## src/rtl/rr_dma_arbiter.sv

```systemverilog
module rr_dma_arbiter #(
  parameter int NCH = 6,
  parameter int IW  = (NCH > 1) ? $clog2(NCH) : 1
) (
  input  logic           clk,
  input  logic           rst,
  input  logic [NCH-1:0] req,
  input  logic           done,
  output logic [NCH-1:0] grant,
  output logic [IW-1:0]  grant_idx,
  output logic           busy,
  output logic [IW-1:0]  head_idx
);

  logic          busy_q;
  logic [IW-1:0] gidx_q, head_q, pick;
  logic          found;

  function automatic logic [IW-1:0] step(input logic [IW-1:0] i);
    return (i == IW'(NCH - 1)) ? '0 : i + 1'b1;
  endfunction

  always_comb begin
    logic [IW-1:0] c;
    c     = head_q;
    pick  = '0;
    found = 1'b0;
    for (int k = 0; k < NCH; k++) begin
      if (!found && req[c]) begin
        found = 1'b1;
        pick  = c;
      end
      c = step(c);
    end
  end

  always_ff @(posedge clk) begin
    if (rst) begin
      busy_q <= 1'b0;
      gidx_q <= '0;
      head_q <= '0;
    end else if (busy_q) begin
      if (done) begin
        busy_q <= 1'b0;
        head_q <= step(gidx_q);
      end
    end else if (found) begin
      busy_q <= 1'b1;
      gidx_q <= pick;
    end
  end

  assign grant     = busy_q ? (NCH'(1) << gidx_q) : '0;
  assign grant_idx = gidx_q;
  assign busy      = busy_q;
  assign head_idx  = head_q;

  a_r1_reset_state: assert property (@(posedge clk)
    rst |=> (!busy && grant == '0 && head_idx == '0));

  a_r2_onehot_grant: assert property (@(posedge clk) disable iff (rst)
    $onehot0(grant) && (busy == (grant != '0)));

  a_r3_grant_was_requested: assert property (@(posedge clk) disable iff (rst)
    $rose(busy) |-> (|($past(req) & grant)));

  a_r4_hold_grant: assert property (@(posedge clk) disable iff (rst)
    (busy && !done) |=> (busy && $stable(grant)));

  a_r5_rotate_on_done: assert property (@(posedge clk) disable iff (rst)
    (busy && done) |=> (!busy && head_idx == step($past(grant_idx))));

  a_r8_idle_done_ignored: assert property (@(posedge clk) disable iff (rst)
    !busy |=> $stable(head_idx));

  a_r10_stay_idle: assert property (@(posedge clk) disable iff (rst)
    (!busy && req == '0) |=> !busy);

endmodule

```

## config.mk

```make
export PLATFORM = sky130hd
export DESIGN_NAME = rr_dma_arbiter
export DESIGN_NICKNAME = d
export VERILOG_FILES = /design/src/rtl/rr_dma_arbiter.sv
export SDC_FILE = /design/constraint.sdc
export NUM_CORES = 1
export LEC_CHECK = 0
export CORE_ASPECT_RATIO = 1.25
export CORE_UTILIZATION = 55
export CTS_CLUSTER_SIZE = 10
export DETAILED_ROUTE_END_ITERATION = 7
export MAX_ROUTING_LAYER = met4
export PLACE_DENSITY = 0.84
export SLEW_MARGIN = 0
export SYNTH_ARGS = -nofsm -noshare
export SYNTH_HDL_FRONTEND = slang
export SYNTH_SLANG_ARGS = --single-unit
```

## constraint.sdc

```tcl
create_clock -name clk -period 7.6 [get_ports clk]
set_input_delay 1.9 -clock clk [delete_from_list [all_inputs] [get_ports clk]]
set_output_delay 1.9 -clock clk [all_outputs]
set_load 0.05 [all_outputs]
```

==> results.toml, run 1 <==
[setup_path]
required_ns = 7.73
startpoint_type = "flip-flop"
reg2reg_depth = 15
path_cells = "mux2_2 -> inv_1 -> ha_1 -> o21ai_2 -> ha_1 -> nand2_1 -> ha_1 -> inv_1 -> a221o_2 -> mux2_1 -> nand2b_1 -> o211ai_2 -> a31oi_2 -> nand2b_1 -> a31oi_1"
cpMostUsedCell = "ha_1"
criticalPathCategory = "reg -> reg"
crit_path_end_kind = "flip-flop"
cp.arrival_ns = 4.15
max_stage_delay_ns = 0.81
cp_max_fo = 19
cpMaxStageDelayCell = "dfxtp_1"

[timing]
whs_ns = 0.555
slew_viol_final = 0
timing.fmax_mhz = 249
setup_viol = 0
hold_viol = 0
rsz0062_at_grt = "false"
period_share_pct = 52.9
finalSetupTns_ns = 0
period_minus_slack_ns = 4.02
slew-limit-headroom_pct = 48.5
worstMarginPinSlew_ns = 0.772
fin_skew_ns = 0.00212

[drt]
vias_per_cell = 6.48
ant_nets = 0
avgRoutedWirePerCell_um = 16.6
vias = 1193
drtPass1Iterations = 4
drt_iter0_drc = 47
drc = 0
wl_um = 3050

[synth]
async_flop_share_pct = 0
synth_cell_types = 52
seq_area_frac_synth_pct = 12.7
syn_nets = 161
synth_edf_count = 0
netlist_area_um2 = 1110
synth_area_per_cell_um2 = 7.58
yosysWarnings = 0
syn_inst = 146
synth-seq-cells = 7
synth-main-ff-cell = "dfxtp_1"

[cells_and_area]
drive_above_1_share_pct = 13.3
fin_area_um2 = 1330
fin_nets = 181
layout_common_cells = "clkdlybuf4s50_1, nand2_1, a21oi_1, nor2_1"
diodes = 0
area.growth.synth_to_final_pct = 20.2
final_common_cell = "clkdlybuf4s50_1"
finish.utilization_pct = 72.8
n_fill_cell = 162

[placed_design]
io_buffers = 21
dp_hpwl_um = 2400
gp_congestion = 1.01
dpl_cell_area_um2 = 1310

[floorplanning]
core.rowCount = 17
io_pins = 22
die_w_um = 42.1
die_y_um = 52.2
core_area_um2 = 1830
start_util_pct = 60.5
dieArea_um2 = 2200

[power_and_ir_drop]
p_per_area_nw_per_um2 = 208
clkPwrFrac_pct = 12.2
switching_power_uw = 141
p_sw_share_pct = 50.9
p_int_uw = 136
pwr-share-seq_pct = 20.1
peakVddDrop_mv = 0.114
power_frac_comb_pct = 67.7
p_leak_uw = 0.000496

[grt]
track_usage_pct = 31.9
overflow = 0
grt_pass1_wl_um = 5260
first_global_vias = 1208
grt_max_degree = 20
antenna_found_initial = 0

[clock_network]
cts.repair.resized = 0
cts_buffers = 3
tritoncts = "done"
ctsHoldBuffers = 0
post-cts-setup-buffers = 0
clk_latency_ns = 0.25
htreeDepth = 1
cts_num_sinks = 7
cts_root_buf = "clkbuf_4"
clkSlewWorstSetupHoldPaths_ns = 0.05
clockBufferDepth = 2

[worst_hold_path]
hp-class = "reg -> reg"
min_path_cells = 2

[job]
drv_cap = 0

[outcome]
outcome = "complete, no violations"
-- critical path, delay by kind of cell, from the launching register on --
family / cells / cell delay, ns
multiplexers: 2 / 0.72
buffers and inverters: 2 / 0.09
flip-flops: 1 / 0.81
AND/OR/NAND/NOR: 3 / 0.37
AO/OA/AOI/OAI: 5 / 0.93
adder cells (fa/ha/maj): 3 / 0.95
-- synthesized netlist by cell type (3+ instances only) --
cell / n / area share (%)
mux2i_1: 7 / 6.3
dfxtp_1: 7 / 13
a21oi_1: 11 / 5.0
ha_1: 6 / 6.8
a31oi_1: 4 / 2.3
and2_1: 4 / 2.3
nor3_1: 5 / 2.3
o21ai_0: 6 / 2.7
o211ai_1: 3 / 2.0
nor2_1: 10 / 3.4
mux2_2: 4 / 4.1
inv_1: 7 / 2.4
mux2_4: 3 / 4.1
nand2_1: 19 / 6.4
nand2b_1: 6 / 3.4
-- through the flow --
step           total power (uW)  setup slack [ns]  std cells
2_1_floorplan               195              3.57        146
3_3_place_gp                236              3.53        180
3_5_place_dp                240              3.49        180
4_1_cts                     275              3.62        184
5_1_grt                     298              3.36        184
6_report                    277              3.58        184
-- flip-flops by register name (all words and copies together) (netlist names) --
| signal | count |
|---|---|
| grant_idx | 3 |
| busy | 1 |
| head_idx | 3 |
-- metal layers --
layer	vias to the layer above	track usage (%)	routed length [um]
met5	-	-	0
met4	0	15.1	89
met3	12	3.47	163
met2	60	60.7	1680
met1	542	32.6	1120
li1	579	-	-
-- power groups by stage --
stage / combinational [uW] / clock (uW) / sequential (uW)
2_1_floorplan: 130 / 0 / 64.5
3_3_place_gp: 181 / 0 / 55.4
3_5_place_dp: 184 / 0 / 56.0
4_1_cts: 185 / 34.6 / 55.3
5_1_grt: 203 / 37.7 / 57.0
6_report: 187 / 33.9 / 55.7
-- path summary, 6_finish.rpt --
kind | startpoint | to | slack [ns]
worst max-delay path | head_idx[0]$_SDFFE_PP0P_ | grant_idx[1]$_SDFFE_PP0P_ | 3.58
worst min-delay path | grant_idx[2]$_SDFFE_PP0P_ | grant_idx[2]$_SDFFE_PP0P_ | 0.55
worst max register to register | head_idx[0]$_SDFFE_PP0P_ | grant_idx[1]$_SDFFE_PP0P_ | 3.58
worst min register to register | grant_idx[2]$_SDFFE_PP0P_ | grant_idx[2]$_SDFFE_PP0P_ | 0.55
-- logic make-up (layout without fill, tap and decap cells) --
family	after synthesis	after routing	synth area share, %
and+or+nand+nor	60	60	30.3
AOI/OAI and AO/OA	43	43	27.1
muxes	16	16	16.7
buffers and inverters	13	32	5.65
DFF	7	7	12.7
adders and majority gates	6	6	6.78
xor gates and xnor gates	1	1	0.791
-- layout make-up --
class                   count  area [um2]  area share [%]
multi-input cells         126         905            68.0
flip-flops and latches      7         140            10.5
repair buffers             21         210            15.8
well taps                  19        23.8            1.79
inverters                   7        26.3            1.97
clock buffers               4        26.3            1.97
Note: power is estimated with default switching activity, not from simulation.
==> run 2: changes to the inputs <==
CORE_UTILIZATION = 46   (was 55)
PLACE_DENSITY = 0.75   (was 0.84)
clock period = 3.63 ns   (was 7.6 ns; I/O delays follow)
==> run 2 against run 1 <==
Worst setup slack got worse by 3.3 ns. Critical path depth increased by 1. Sequential power increased by 89%. Via count increased by 0.84%. Register-to-register slack got worse by 3.3 ns. Maximum frequency increased by 19%. Total power increased by 110%. Highest routed layer unchanged.
==> results.toml, run 2 (synthesized netlist as in run 1, its figures left out) <==
[clock_network]
cts_root_buf = "clkbuf_4"
tritoncts = "done"
htreeDepth = 1
cts_num_sinks = 7
post-cts-setup-buffers = 0
ctsHoldBuffers = 0
clkSlewWorstSetupHoldPaths_ns = 0.06
clk_latency_ns = 0.25
cts_buffers = 3
clockBufferDepth = 2

[drt]
topRoutingLayerUsed = "met4"
drc = 0
dr_wl_met2_um = 1540
avgRoutedWirePerCell_um = 14.8
ant_nets = 0
vias = 1203
wl_met3_um = 131
drt_iter0_drc = 51
wl_um = 2950
drtPass1Iterations = 5
wl_met1_um = 1160
vias_per_cell = 6.05

[outcome]
outcome = "complete, no violations"

[setup_path]
cp.arrival_ns = 3.52
rrSetupSlack_ns = 0.25
required_ns = 3.76
crit_path_end_kind = "flip-flop"
startpoint_type = "flip-flop"
cp_max_fo = 5
criticalPathCategory = "reg -> reg"

[timing]
rsz0062_at_grt = "false"
period_share_pct = 93.2
whs_ns = 0.535
period_minus_slack_ns = 3.38
hold_viol = 0
slew-limit-headroom_pct = 66.9
timing.fmax_mhz = 295
slew_viol_final = 0
setup_viol = 0
finalSetupTns_ns = 0
fin_skew_ns = 0.00112
worstMarginPinSlew_ns = 0.483

[floorplanning]
core.rowCount = 19
io_pins = 22
dieArea_um2 = 2610
start_util_pct = 49.6
core_area_um2 = 2230
die_w_um = 45.9
die_y_um = 56.9

[cells_and_area]
layout_common_cells = "clkdlybuf4s50_1, nand2_1, a21oi_1, nor2_1"
diodes = 0
final_common_cell = "clkdlybuf4s50_1"
drive_above_1_share_pct = 16.7
area.growth.synth_to_final_pct = 25.3
n_fill_cell = 213
fin_nets = 184

[placed_design]
dp_hpwl_um = 2340
gp_congestion = 0.941
io_buffers = 21

[grt]
track_usage_pct = 25.2
first_global_vias = 1123
overflow = 0
grt_max_degree = 19
antenna_found_initial = 0
grt_pass1_wl_um = 4860

[worst_hold_path]
hp-class = "reg -> reg"

[power_and_ir_drop]
p_per_area_nw_per_um2 = 427
peakVddDrop_mv = 0.243
p_leak_uw = 0.000520

[job]
drv_cap = 0
run 2: cell types whose count changed in the layout (fill, tap and decap cells not counted), sizes merged:
cell	change
buf	+3
run 2: path summary, 6_finish.rpt:
path | from | to | depth (start not counted)
max | head_idx[1]$_SDFFE_PP0P_ | grant_idx[1]$_SDFFE_PP0P_ | 16
min | head_idx[1]$_SDFFE_PP0P_ | head_idx[1]$_SDFFE_PP0P_ | 2
max reg2reg | head_idx[1]$_SDFFE_PP0P_ | grant_idx[1]$_SDFFE_PP0P_ | 16
min reg2reg | head_idx[1]$_SDFFE_PP0P_ | head_idx[1]$_SDFFE_PP0P_ | 2
run 2: metrics by stage:
stage                     power (uW)  cells  utilization (%)  area, um2  setup WS (ns)
after floorplan                  408    146                -       1110         0.0148
after global placement           495    195             60.2       1350          0.403
after detailed placement         501    195             60.2       1350          0.305
after CTS                        577    199             61.4       1370          0.276
after global routing             635    199             62.1       1390        0.00339
final                            593    199             62.1       1390          0.245
run 2: layout make-up:
| class | instances | area (um2) | share of cell area, % |
|---|---|---|---|
| multi-input cells | 126 | 921 | 66.4 |
| inverters | 7 | 26.3 | 1.89 |
| flip-flops and latches | 7 | 143 | 10.3 |
| repair buffers | 24 | 233 | 16.8 |
| well taps | 31 | 38.8 | 2.80 |
| clock buffers | 4 | 26.3 | 1.89 |
run 2: worst max-delay path: stages, from the launching register on:
cell      delay, ns
dfxtp_2        0.33
nor2_1         0.13
mux2_2         0.20
inv_1          0.05
ha_1           0.31
o21ai_2        0.09
ha_1           0.31
nand2_1        0.11
ha_1           0.29
inv_1          0.03
a221o_2        0.38
mux2_1         0.35
nand2b_1       0.11
o211ai_2       0.15
a31oi_4        0.21
nand2b_1       0.14
a31oi_1        0.08
run 2: timing repair:
item / CTS / global route
hold endpoints to repair: 0 / 0
resized for setup: 0 / 2
setup endpoints to repair: 0 / 2
run 2: where the power goes:
part	switching (uW)	total [uW]	internal, uW	leakage (uW)
clock network	30.9	73.0	42.1	0.0000150
logic	251	415	164	0.000447
registers	17.5	105	87.4	0.0000584
total	299	593	294	0.000520
run 2: routing by layer:
metal | vias up | global-route usage, %
met5 | - | -
met4 | 0 | 14.3
met3 | 11 | 1.61
met2 | 49 | 41.2
met1 | 558 | 29.2
li1 | 585 | -
